--- src/rtl/sym_decoder_10b8b.sv ---
module sym_decoder_10b8b (
  input  logic       clk,
  input  logic       rst_n,
  input  logic       rd_init,
  input  logic       sym_vld,
  input  logic [9:0] sym,
  output logic       dec_vld,
  output logic [7:0] dec_byte,
  output logic       dec_is_data,
  output logic       dec_comma,
  output logic       dec_code_err,
  output logic       dec_disp_err,
  output logic       dec_rd
);

  logic [5:0] g6;
  logic [3:0] g4;
  logic [3:0] ones;
  logic [4:0] lo5;
  logic [2:0] hi3;
  logic [7:0] kbyte;
  logic       ok6, ok4, kok, heavy, light, comma, cerr, derr;

  // group bits written left to right in line order (a first, f first)
  assign g6    = {sym[0], sym[1], sym[2], sym[3], sym[4], sym[5]};
  assign g4    = {sym[6], sym[7], sym[8], sym[9]};
  assign ones  = 4'($countones(sym));
  assign heavy = ones > 4'd5;
  assign light = ones < 4'd5;
  assign comma = (sym[1:0] == 2'b00 && sym[6:2] == 5'b11111) ||
                 (sym[1:0] == 2'b11 && sym[6:2] == 5'b00000);
  assign cerr  = !kok && (!ok6 || !ok4 || ones < 4'd4 || ones > 4'd6);
  assign derr  = (dec_rd && heavy) || (!dec_rd && light);

  always_comb begin
    ok6 = 1'b1;
    case (g6)
      6'b100111, 6'b011000: lo5 = 5'd0;
      6'b011101, 6'b100010: lo5 = 5'd1;
      6'b101101, 6'b010010: lo5 = 5'd2;
      6'b110001:            lo5 = 5'd3;
      6'b110101, 6'b001010: lo5 = 5'd4;
      6'b101001:            lo5 = 5'd5;
      6'b011001:            lo5 = 5'd6;
      6'b111000, 6'b000111: lo5 = 5'd7;
      6'b111001, 6'b000110: lo5 = 5'd8;
      6'b100101:            lo5 = 5'd9;
      6'b010101:            lo5 = 5'd10;
      6'b110100:            lo5 = 5'd11;
      6'b001101:            lo5 = 5'd12;
      6'b101100:            lo5 = 5'd13;
      6'b011100:            lo5 = 5'd14;
      6'b010111, 6'b101000: lo5 = 5'd15;
      6'b011011, 6'b100100: lo5 = 5'd16;
      6'b100011:            lo5 = 5'd17;
      6'b010011:            lo5 = 5'd18;
      6'b110010:            lo5 = 5'd19;
      6'b001011:            lo5 = 5'd20;
      6'b101010:            lo5 = 5'd21;
      6'b011010:            lo5 = 5'd22;
      6'b111010, 6'b000101: lo5 = 5'd23;
      6'b110011, 6'b001100: lo5 = 5'd24;
      6'b100110:            lo5 = 5'd25;
      6'b010110:            lo5 = 5'd26;
      6'b110110, 6'b001001: lo5 = 5'd27;
      6'b001110:            lo5 = 5'd28;
      6'b101110, 6'b010001: lo5 = 5'd29;
      6'b011110, 6'b100001: lo5 = 5'd30;
      6'b101011, 6'b010100: lo5 = 5'd31;
      default: begin lo5 = 5'd0; ok6 = 1'b0; end
    endcase
  end

  always_comb begin
    ok4 = 1'b1;
    case (g4)
      4'b1011, 4'b0100:                   hi3 = 3'd0;
      4'b1001:                            hi3 = 3'd1;
      4'b0101:                            hi3 = 3'd2;
      4'b1100, 4'b0011:                   hi3 = 3'd3;
      4'b1101, 4'b0010:                   hi3 = 3'd4;
      4'b1010:                            hi3 = 3'd5;
      4'b0110:                            hi3 = 3'd6;
      4'b1110, 4'b0001, 4'b0111, 4'b1000: hi3 = 3'd7;
      default: begin hi3 = 3'd0; ok4 = 1'b0; end
    endcase
  end

  always_comb begin
    kok = 1'b1;
    case ({g6, g4})
      10'b001111_0100, 10'b110000_1011: kbyte = 8'h1C;
      10'b001111_0101, 10'b110000_1010: kbyte = 8'h5C;
      10'b001111_0011, 10'b110000_1100: kbyte = 8'h7C;
      10'b001111_1010, 10'b110000_0101: kbyte = 8'hBC;
      10'b111010_1000, 10'b000101_0111: kbyte = 8'hF7;
      10'b110110_1000, 10'b001001_0111: kbyte = 8'hFB;
      10'b101110_1000, 10'b010001_0111: kbyte = 8'hFD;
      10'b011110_1000, 10'b100001_0111: kbyte = 8'hFE;
      default: begin kbyte = 8'h00; kok = 1'b0; end
    endcase
  end

  always_ff @(posedge clk) begin
    if (!rst_n) begin
      dec_vld      <= 1'b0;
      dec_byte     <= 8'h00;
      dec_is_data  <= 1'b0;
      dec_comma    <= 1'b0;
      dec_code_err <= 1'b0;
      dec_disp_err <= 1'b0;
      dec_rd       <= rd_init;
    end else begin
      dec_vld      <= sym_vld;
      dec_comma    <= sym_vld && comma;
      dec_code_err <= sym_vld && cerr;
      dec_disp_err <= sym_vld && derr;
      if (sym_vld) begin
        dec_is_data <= !kok;
        dec_byte    <= kok ? kbyte : (cerr ? 8'h00 : {hi3, lo5});
        if (heavy)      dec_rd <= 1'b1;
        else if (light) dec_rd <= 1'b0;
      end
    end
  end


  vld_follow_chk: assert property (@(posedge clk) disable iff (!rst_n)
    sym_vld |=> dec_vld);


  code_err_chk: assert property (@(posedge clk) disable iff (!rst_n)
    dec_code_err |-> (dec_is_data && dec_byte == 8'h00));


  ctrl_clean_chk: assert property (@(posedge clk) disable iff (!rst_n)
    (dec_vld && !dec_is_data) |-> !dec_code_err);


  flag_qual_chk: assert property (@(posedge clk) disable iff (!rst_n)
    (dec_comma || dec_code_err || dec_disp_err) |-> dec_vld);


  rd_hold_chk: assert property (@(posedge clk) disable iff (!rst_n)
    !sym_vld |=> ($stable(dec_rd) && $stable(dec_byte)));

endmodule

--- config.mk ---
export PLATFORM = sky130hd
export DESIGN_NAME = sym_decoder_10b8b
export DESIGN_NICKNAME = d
export VERILOG_FILES = /design/src/rtl/sym_decoder_10b8b.sv
export SDC_FILE = /design/constraint.sdc
export NUM_CORES = 1
export LEC_CHECK = 0
export ABC_CLOCK_PERIOD_IN_PS = 3500
export BUFFER_PORTS_ARGS = -buffer_cell sky130_fd_sc_hd__buf_4
export CORE_ASPECT_RATIO = 0.7
export CORE_MARGIN = 2
export CORE_UTILIZATION = 54
export CTS_BUF_LIST = sky130_fd_sc_hd__clkbuf_2 sky130_fd_sc_hd__clkbuf_4 sky130_fd_sc_hd__clkbuf_8
export DETAILED_ROUTE_END_ITERATION = 10
export MAX_ROUTING_LAYER = met4
export PLACE_DENSITY = 0.79
export SYNTH_ARGS = -nofsm -noshare
export SYNTH_HDL_FRONTEND = slang
export SYNTH_SLANG_ARGS = --single-unit
--- constraint.sdc ---
create_clock -name clk -period 3.5 [get_ports clk]
set_input_delay 0.35 -clock clk [delete_from_list [all_inputs] [get_ports clk]]
set_output_delay 0.35 -clock clk [all_outputs]
set_load 0.02 [all_outputs]
==> flow_metrics.py, run 1 <==
metrics = {
    "final_layout": {
        "final_area_um2": 2487,
        "diodes": 0,
        "nets": 333,
        "drive_gt1_share_pct": 29.74,
        "area_growth_pct": 20.85,
        "utilization_pct": 69.46,
    },
    "clock_network": {
        "cts_hold_buf": 0,
        "clkTransAtPathRegs_ns": 0.06,
        "cts_num_sinks": 14,
        "clkLatencyLatePin_ns": 0.25,
        "cts_made_buffers": 3,
        "cts_root_buf": "clkbuf_8",
        "htreeDepth": 1,
        "cts.path.max_buffers": 2,
        "tritoncts": "built",
    },
    "floorplan": {
        "die_y_um": 55.66,
        "rows": 18,
        "ios": 28,
        "initial_core_util_pct": 57.48,
        "die_x_um": 77.79,
        "design.core.area_um2": 3581,
        "die_area_um2": 4329,
    },
    "synth": {
        "async_flop_share_pct": 0,
        "synth_area_um2": 2058,
        "yosys.area.top_type_share_pct": 12.64,
        "synth_warnings": 0,
        "syn_nets": 305,
        "ys.flop_type": "dfxtp_1",
        "synth_area_leaders": "dfxtp_1 13%, fa_1 5.8%, nand2_1 5.5%",
        "synth_area_leader_cell": "dfxtp_1",
        "avgSynthCellArea_um2": 7.377,
        "synth_seq_cells": 14,
        "synth.most_common_cell": "nand2_1",
        "seq_area_frac_synth_pct": 14.10,
        "synth_commonest_cells": "30 x nand2_1, 25 x nor2_1, 19 x a21oi_1",
        "synth_edf_count": 1,
        "yosysUniqueCellTypes": 66,
        "synthCells": 279,
    },
    "placed_design": {
        "dp_slack_ns": -0.3287,
        "placed_area_um2": 2311,
        "dp_hpwl_mm": 4.306,
        "routabilityCongestion": 1.023,
        "io_buffers": 27,
    },
    "sta": {
        "setup_viol": 5,
        "hold_violations": 0,
        "fin_crit_sh_pct": 101.2,
        "final_max_slew_viol_count": 0,
        "fin_crit_ns": 3.541,
        "slew_headroom_pct": 58.16,
        "fmax_ghz": 0.2824,
        "setup_ws_ns": -0.04131,
        "tns_ns": -0.08759,
        "tightest_slew_ns": 0.6264,
        "rsz0062_at_grt": "yes",
        "skew_ns": 0.0001257,
    },
    "run_status": {
        "status": "complete, but fails checks",
        "violations": "setup timing",
    },
    "drt": {
        "ant_nets": 0,
        "drt_iter0_drc": 455,
        "routed_wirelength_mm": 6.051,
        "post_drt_wl_per_cell_um": 17.00,
        "via_per_inst": 6.379,
        "drc": 0,
        "firstDrtPassIters": 5,
        "vias": 2271,
    },
    "critical_path": {
        "cpMostUsedCell": "fa_1",
        "max_stage_delay_ns": 0.53,
        "worstSetupEndpointType": "register",
        "crit_buf_inv": 5,
        "path_cells": "buf_6 -> fa_1 -> inv_1 -> fa_1 -> fa_1 -> inv_1 -> ha_2 -> inv_2 -> fa_1 -> o22ai_2 -> nor2_2 -> o21ai_2 -> a41oi_4 -> buf_12 -> o211ai_1 -> a21oi_1",
        "crit_required_ns": 3.68,
        "crit_type": "input port to register",
        "cp_max_fo": 8,
        "cp_top_family": "adder cells",
        "crit_slowest_cell": "fa_1",
        "worstPathArrival_ns": 3.72,
        "start_kind": "input port",
    },
    "global_routing": {
        "grt_first_pass_wirelength_mm": 9.535,
        "grt.overflow.total": 0,
        "antenna_found_initial": 0,
        "grt_pass1_vias": 1968,
        "grt_max_degree": 33,
        "track_usage_pct": 27.77,
    },
    "power_and_ir_drop": {
        "ir_drop_mv": 0.3202,
        "p_per_area_nw_per_um2": 356.6,
        "p_leak_nw": 0.9870,
        "power_uw": 887.0,
    },
    "min_path": {
        "hold_path_class": "input port to register",
    },
    "job": {
        "cap_viol_max_count": 0,
    },
}
[final timing paths]
path,from,to,slack [ns],cells past startpoint
worst max-delay path,sym[5],dec_byte[3]$_SDFFE_PN0P_,-0.04,16
worst min-delay path,rst_n,dec_byte[2]$_SDFFE_PN0P_,0.44,3
worst max register to register,dec_rd$_DFFE_PP_,dec_disp_err$_SDFF_PN0_,2.68,3
worst min register to register,dec_is_data$_SDFFE_PN0P_,dec_is_data$_SDFFE_PN0P_,0.49,2
[area by class of cell]
class,count,area [µm²]
Inverter,18,70.07
Fill cell,303,1094
Timing Repair Buffer,44,350.3
Multi-Input combinational cell,226,1665
Sequential cell,14,290.3
Tap cell,50,62.56
Clock buffer,4,48.80
[kinds of logic (layout without fill, tap and decap cells)]
| family | Yosys count | count (layout) | synth area share (%) |
|---|---|---|---|
| xor+xnor | 3 | 3 | 1.277 |
| fa+ha+maj | 12 | 12 | 9.483 |
| mux | 4 | 4 | 2.067 |
| buf+inv | 39 | 66 | 9.666 |
| compound gates | 86 | 86 | 30.76 |
| flops | 14 | 14 | 14.10 |
| simple gates | 121 | 121 | 32.64 |
[per-layer routing]
| layer | up-vias | GRT usage (%) | routed length (µm) |
|---|---|---|---|
| li1 | 1074 | - | - |
| met1 | 1027 | 41.46 | 2694 |
| met2 | 150 | 38.55 | 2591 |
| met3 | 20 | 5.195 | 670 |
| met4 | 0 | 6.378 | 95 |
| met5 | - | - | 0 |
[flip-flops by register name, indices dropped and copies added (netlist names)]
register	cells
dec_code_err	1
dec_rd	1
dec_comma	1
dec_byte	8
dec_disp_err	1
dec_vld	1
dec_is_data	1
[power breakdown]
group / switching, mW / total, mW / internal, mW
Combinational: 0.303 / 0.545 / 0.242
Sequential: 0.00866 / 0.190 / 0.182
Clock: 0.0626 / 0.151 / 0.0885
Total: 0.375 / 0.887 / 0.512
[layout by cell type (no fill, tap or decap), types with 2 or more instances in the layout]
cell type	Yosys	final
fa_1	6	6
a21oi_1	19	17
a32o_1	2	2
nor2_1	25	22
inv_1	16	15
nand3_4	0	2
o221ai_1	4	4
a31oi_1	4	4
nor2b_1	7	7
nand2b_1	8	8
o22ai_2	2	3
o21ai_0	17	15
inv_2	2	2
nor3_2	1	2
nand2_2	0	2
nor2_2	2	4
o211ai_1	2	2
a21o_1	2	2
buf_4	3	41
or2_2	3	3
nand3b_1	8	8
nor4_1	2	2
a21oi_2	1	3
buf_6	4	2
nor3b_1	2	2
nand2_1	30	27
mux2i_1	2	2
o22ai_1	11	10
a311oi_2	2	2
dfxtp_1	13	13
ha_1	6	5
nand3_1	10	8
nor3_1	9	8
and3_1	2	2
clkbuf_8	0	3
xor2_1	3	3
a221oi_1	3	3
[tightest hold or removal path, delay by kind of cell]
family	cells	cell delay, ns
AND/OR/NAND/NOR	1	0.05
buffers and inverters	1	0.16
AO/OA/AOI/OAI	1	0.09
[stage by stage]
stage | cells | hold slack [ns]
after detailed placement | 349 | 0.4841
after global routing | 356 | 0.4374
after global placement | 349 | 0.4684
final | 356 | 0.4367
after floorplan | 279 | 0.5016
after CTS | 354 | 0.4186
[repair_timing]
action,in CTS,in global routing
resized for setup,2,18
setup buffers,1,2
pin swaps,1,6
setup endpoints to repair,7,12
Note: power is estimated with default switching activity, not from simulation.
==> run 2: changes to the inputs <==
--- a/config.mk
+++ b/config.mk
@@ -8,7 +8,7 @@
 export ABC_CLOCK_PERIOD_IN_PS = 3500
 export BUFFER_PORTS_ARGS = -buffer_cell sky130_fd_sc_hd__buf_4
 export CORE_ASPECT_RATIO = 0.7
-export CORE_MARGIN = 2
+export CORE_MARGIN = 10
 export CORE_UTILIZATION = 54
 export CTS_BUF_LIST = sky130_fd_sc_hd__clkbuf_2 sky130_fd_sc_hd__clkbuf_4 sky130_fd_sc_hd__clkbuf_8
 export DETAILED_ROUTE_END_ITERATION = 10
==> flow_metrics.py, run 2 (synthesis results as in run 1) <==
metrics = {
    "final_layout": {
        "fin_cells": 353,
        "largest_reg_flops": 8,
        "diodes": 0,
        "final_area_um2": 2402,
        "area_growth_pct": 16.72,
        "nets": 330,
        "largest-register": "dec_byte",
        "layout_common_cells": "39 x buf_4, 30 x nand2_1, 24 x nor2_1",
        "layout_commonest_cell": "buf_4",
        "drive_gt1_share_pct": 26.07,
    },
    "placed_design": {
        "dp_slack_ns": -0.3040,
        "io_buffers": 27,
        "placed_cells": 348,
        "placed_area_um2": 2303,
        "routabilityCongestion": 1.059,
        "dp_hpwl_mm": 4.502,
    },
    "sta": {
        "fmax_ghz": 0.2852,
        "hold_violations": 0,
        "rsz0062_at_grt": "yes",
        "whs_ns": 0.4168,
        "tightest_slew_ns": 0.6512,
        "final_max_slew_viol_count": 0,
        "setup_ws_ns": -0.005928,
        "fin_crit_sh_pct": 100.2,
        "fin_crit_ns": 3.506,
        "setup_viol": 3,
        "slew_headroom_pct": 56.50,
        "skew_ns": 0.00009864,
    },
    "drt": {
        "routed_wirelength_mm": 5.840,
        "via_per_inst": 6.252,
        "drt_iter0_drc": 320,
        "drc": 0,
        "firstDrtPassIters": 5,
        "post_drt_wl_per_cell_um": 16.54,
        "vias": 2207,
        "ant_nets": 0,
    },
    "global_routing": {
        "grt_first_pass_wirelength_mm": 9.922,
        "track_usage_pct": 17.75,
        "antenna_found_initial": 0,
        "grt_max_degree": 33,
        "grt_pass1_vias": 2003,
        "grt.overflow.total": 0,
    },
    "min_path": {
        "hold_path.startpoint": "rst_n",
        "whs_endpoint": "dec_byte[7]$_SDFFE_PN0P_",
        "hold_path_class": "input port to register",
        "min_path_cells": 3,
    },
    "power_and_ir_drop": {
        "ir_drop_mv": 0.2688,
        "p_per_area_nw_per_um2": 334.4,
        "power_uw": 803.3,
        "p_leak_nw": 0.9604,
    },
    "critical_path": {
        "reg2reg_slack_ns": 2.67,
        "cp_top_family": "adder cells",
        "rr_worst_depth": 3,
        "cp_max_fo": 3,
        "worstSetupEndpointType": "register",
        "r2r-start": "dec_rd$_DFFE_PP_",
        "worstPathArrival_ns": 3.70,
        "crit_slowest_cell": "fa_1",
        "path_cells": "buf_8 -> fa_1 -> inv_2 -> fa_1 -> fa_1 -> inv_1 -> ha_2 -> inv_2 -> fa_1 -> nand2_1 -> nand2_1 -> nand2_1 -> a22oi_2 -> mux2_4 -> nor2_1",
        "start_kind": "input port",
        "cpMostUsedCell": "fa_1",
        "max_stage_delay_ns": 0.56,
        "crit_buf_inv": 4,
        "r2r_end": "dec_disp_err$_SDFF_PN0_",
        "crit_type": "input port to register",
        "crit_required_ns": 3.70,
    },
    "clock_network": {
        "clkLatencyLatePin_ns": 0.25,
        "cts.path.max_buffers": 2,
        "htreeDepth": 1,
        "cts_made_buffers": 3,
        "cts_num_sinks": 14,
        "clkTransAtPathRegs_ns": 0.06,
        "tritoncts": "built",
        "cts_root_buf": "clkbuf_8",
    },
    "floorplan": {
        "rows": 18,
        "die_y_um": 71.66,
        "ios": 28,
        "design.core.area_um2": 3603,
        "die_x_um": 93.79,
        "initial_core_util_pct": 57.12,
        "die_area_um2": 6721,
    },
    "run_status": {
        "status": "complete, but fails checks",
        "violations": "setup timing",
    },
    "job": {
        "cap_viol_max_count": 0,
    },
}
==> run 2: cell types whose count changed in the layout (fill, tap and decap cells not counted), moves of 2 or more <==
cell,before,now
nor2_1,22,24
buf_6,2,0
nand3_4,2,0
nand2_2,2,0
buf_4,41,39
nand2_1,27,30
nand3_1,8,10
==> run 2: worst max path at each step <==
stage,startpoint,to,slack (ns),depth (start not counted)
after floorplan,sym[3],dec_byte[2]$_SDFFE_PN0P_,-0.14,16
after global placement,sym[5],dec_byte[2]$_SDFFE_PN0P_,-0.22,15
after detailed placement,sym[5],dec_byte[2]$_SDFFE_PN0P_,-0.30,15
after CTS,sym[5],dec_byte[3]$_SDFFE_PN0P_,0.006,15
after global routing,sym[5],dec_byte[3]$_SDFFE_PN0P_,-0.17,16
final,sym[5],dec_disp_err$_SDFF_PN0_,-0.006,15
==> run 2: tightest hold or removal path, delay by kind of cell <==
family          cells  cell delay, ns
compound gates      2            0.12
buf+inv             1            0.16
==> run 2: what timing repair did <==
action                                  CTS  global route
hold buffers                              0             0
endpoints found under the setup margin    4            12
resized for setup                         3             4
pin swaps                                 2             5
gates cloned                              0             0
setup buffers                             0             1
==> run 2: routing by layer <==
layer  vias to the layer above  routed length [µm]  global-route usage (%)
met5                         -                   0                       -
li1                       1065                   -                       -
met1                      1010                2669                   24.30
met2                       120                2496                   25.86
met3                        12                 597                   4.058
met4                         0                  77                   3.529
==> run 2: layout make-up <==
class	instances	area (µm²)
Clock buffer	4	48.80
Inverter	18	70.07
Tap cell	50	62.56
Fill cell	300	1201
Sequential cell	14	290.3
Multi-Input combinational cell	226	1603
Timing Repair Buffer	41	327.8
==> run 2: through the flow <==
stage / util (%) / setup TNS, ns
floorplan: - / -0.5825
global placement: 63.92 / -1.783
detailed placement: 63.92 / -2.730
CTS: 65.45 / 0
global route: 66.67 / -1.454
finish: 66.67 / -0.008913
==> run 2: power breakdown <==
group	leakage, nW	internal, mW	total (mW)	switching (mW)
combinational	0.817	0.201	0.462	0.261
clock	0.0262	0.0885	0.150	0.0618
sequential	0.117	0.182	0.191	0.00911
==> run 3: changes to the inputs <==
--- a/config.mk
+++ b/config.mk
@@ -14,6 +14,7 @@
 export DETAILED_ROUTE_END_ITERATION = 10
 export MAX_ROUTING_LAYER = met4
 export PLACE_DENSITY = 0.79
+export SETUP_SLACK_MARGIN = 0.1
 export SYNTH_ARGS = -nofsm -noshare
 export SYNTH_HDL_FRONTEND = slang
 export SYNTH_SLANG_ARGS = --single-unit
==> flow_metrics.py, run 3 (synthesis results as in run 1) <==
metrics = {
    "run_status": {
        "status": "complete, but fails checks",
        "violations": "setup timing",
    },
    "critical_path": {
        "r2r-start": "dec_rd$_DFFE_PP_",
        "worstPathArrival_ns": 3.65,
        "reg2reg_slack_ns": 2.66,
        "worstSetupEndpointType": "register",
        "crit_required_ns": 3.64,
        "crit_type": "input port to register",
        "rr_worst_depth": 3,
        "r2r_end": "dec_disp_err$_SDFF_PN0_",
        "cp_max_fo": 8,
        "start_kind": "input port",
    },
    "floorplan": {
        "die_y_um": 71.66,
        "rows": 18,
        "die_x_um": 93.79,
        "ios": 28,
        "initial_core_util_pct": 57.12,
        "die_area_um2": 6721,
        "design.core.area_um2": 3603,
    },
    "power_and_ir_drop": {
        "power_uw": 852.2,
        "p_leak_nw": 0.9665,
        "ir_drop_mv": 0.2955,
        "p_per_area_nw_per_um2": 347.9,
    },
    "sta": {
        "setup_ws_ns": -0.01543,
        "final_max_slew_viol_count": 0,
        "tightest_slew_ns": 0.6381,
        "fin_crit_ns": 3.515,
        "whs_ns": 0.4301,
        "hold_violations": 0,
        "fin_crit_sh_pct": 100.4,
        "skew_ns": 0.0003280,
        "setup_viol": 2,
        "slew_headroom_pct": 57.38,
        "tns_ns": -0.01789,
        "rsz0062_at_grt": "yes",
        "fmax_ghz": 0.2845,
    },
    "drt": {
        "firstDrtPassIters": 5,
        "routed_wirelength_mm": 5.953,
        "drt_iter0_drc": 231,
        "drc": 0,
        "vias": 2284,
        "ant_nets": 0,
        "via_per_inst": 6.452,
        "post_drt_wl_per_cell_um": 16.82,
    },
    "final_layout": {
        "drive_gt1_share_pct": 28.95,
        "diodes": 0,
        "area_growth_pct": 19.03,
        "layout_common_cells": "40 x buf_4, 30 x nand2_1, 24 x nor2_1",
        "layout_commonest_cell": "buf_4",
        "nets": 331,
        "final_area_um2": 2450,
        "largest-register": "dec_byte",
        "largest_reg_flops": 8,
    },
    "min_path": {
        "whs_endpoint": "dec_byte[3]$_SDFFE_PN0P_",
        "min_path_cells": 3,
        "hold_path_class": "input port to register",
        "hold_path.startpoint": "rst_n",
    },
    "placed_design": {
        "io_buffers": 27,
        "routabilityCongestion": 1.033,
        "dp_slack_ns": -0.3971,
        "dp_hpwl_mm": 4.443,
        "placed_area_um2": 2296,
    },
    "clock_network": {
        "cts_num_sinks": 14,
        "clkLatencyLatePin_ns": 0.26,
        "htreeDepth": 1,
        "cts_hold_buf": 0,
        "tritoncts": "built",
        "cts_root_buf": "clkbuf_8",
        "cts_made_buffers": 3,
        "cts.path.max_buffers": 2,
        "clkTransAtPathRegs_ns": 0.06,
    },
    "global_routing": {
        "track_usage_pct": 18.47,
        "antenna_found_initial": 0,
        "grt_first_pass_wirelength_mm": 10.16,
        "grt_pass1_vias": 2102,
        "grt.overflow.total": 0,
        "grt_max_degree": 33,
    },
    "job": {
        "cap_viol_max_count": 0,
    },
}
[run 3: metal layers]
layer	up-vias	wire length (µm)	track usage (%)
met3	8	533	4.058
met4	0	52	3.697
met5	-	0	-
met1	1076	2649	25.01
li1	1069	-	-
met2	131	2718	27.39
[run 3: cell type report]
class                      count  area (µm²)
sequential                    14       290.3
fill                         307        1154
timing repair buffer          42       335.3
inverter                      18       70.07
multi-input combinational    226        1643
tap                           50       62.56
clock buffer                   4       48.80
[run 3: how the worst max path moves through the flow]
stage                       from                  endpoint  cells after the start  slack (ns)
final                     sym[5]  dec_byte[2]$_SDFFE_PN0P_                     16       -0.02
after global routing      sym[5]  dec_byte[3]$_SDFFE_PN0P_                     16       -0.17
after CTS                 sym[5]  dec_byte[2]$_SDFFE_PN0P_                     16       -0.06
after detailed placement  sym[5]  dec_byte[2]$_SDFFE_PN0P_                     15       -0.40
after global placement    sym[5]  dec_byte[2]$_SDFFE_PN0P_                     15       -0.22
after floorplan           sym[3]  dec_byte[2]$_SDFFE_PN0P_                     16       -0.14
[run 3: power by group]
part           leakage, nW  internal, mW  total, mW  switching [mW]
Combinational        0.823         0.230      0.510           0.280
Clock               0.0262        0.0886      0.151          0.0626
Sequential           0.117         0.182      0.191         0.00907
Total                0.966         0.500      0.852           0.352
[run 3: worst max-delay path, cell delays in order]
cell and delay, ns:
buf_8 0.10, fa_1 0.54, inv_2 0.04, fa_1 0.46, fa_1 0.57, inv_2 0.05, ha_4 0.16, inv_2 0.05
fa_2 0.44, o22ai_2 0.15, nor2_1 0.07, o21ai_2 0.09, a41oi_4 0.05, buf_12 0.18, a2111oi_4 0.28, nor2_1 0.07
[run 3: what timing repair did]
item | CTS | global route
setup buffers | 3 | 0
hold endpoints to repair | 0 | 0
pin swaps | 7 | 6
gates resized for setup | 6 | 11
setup endpoints to repair | 11 | 12
[run 3: stage by stage]
step / util [%] / std cells
floorplan: - / 279
global placement: 63.72 / 347
detailed placement: 63.72 / 347
CTS: 66.94 / 354
global route: 67.99 / 354
finish: 67.99 / 354
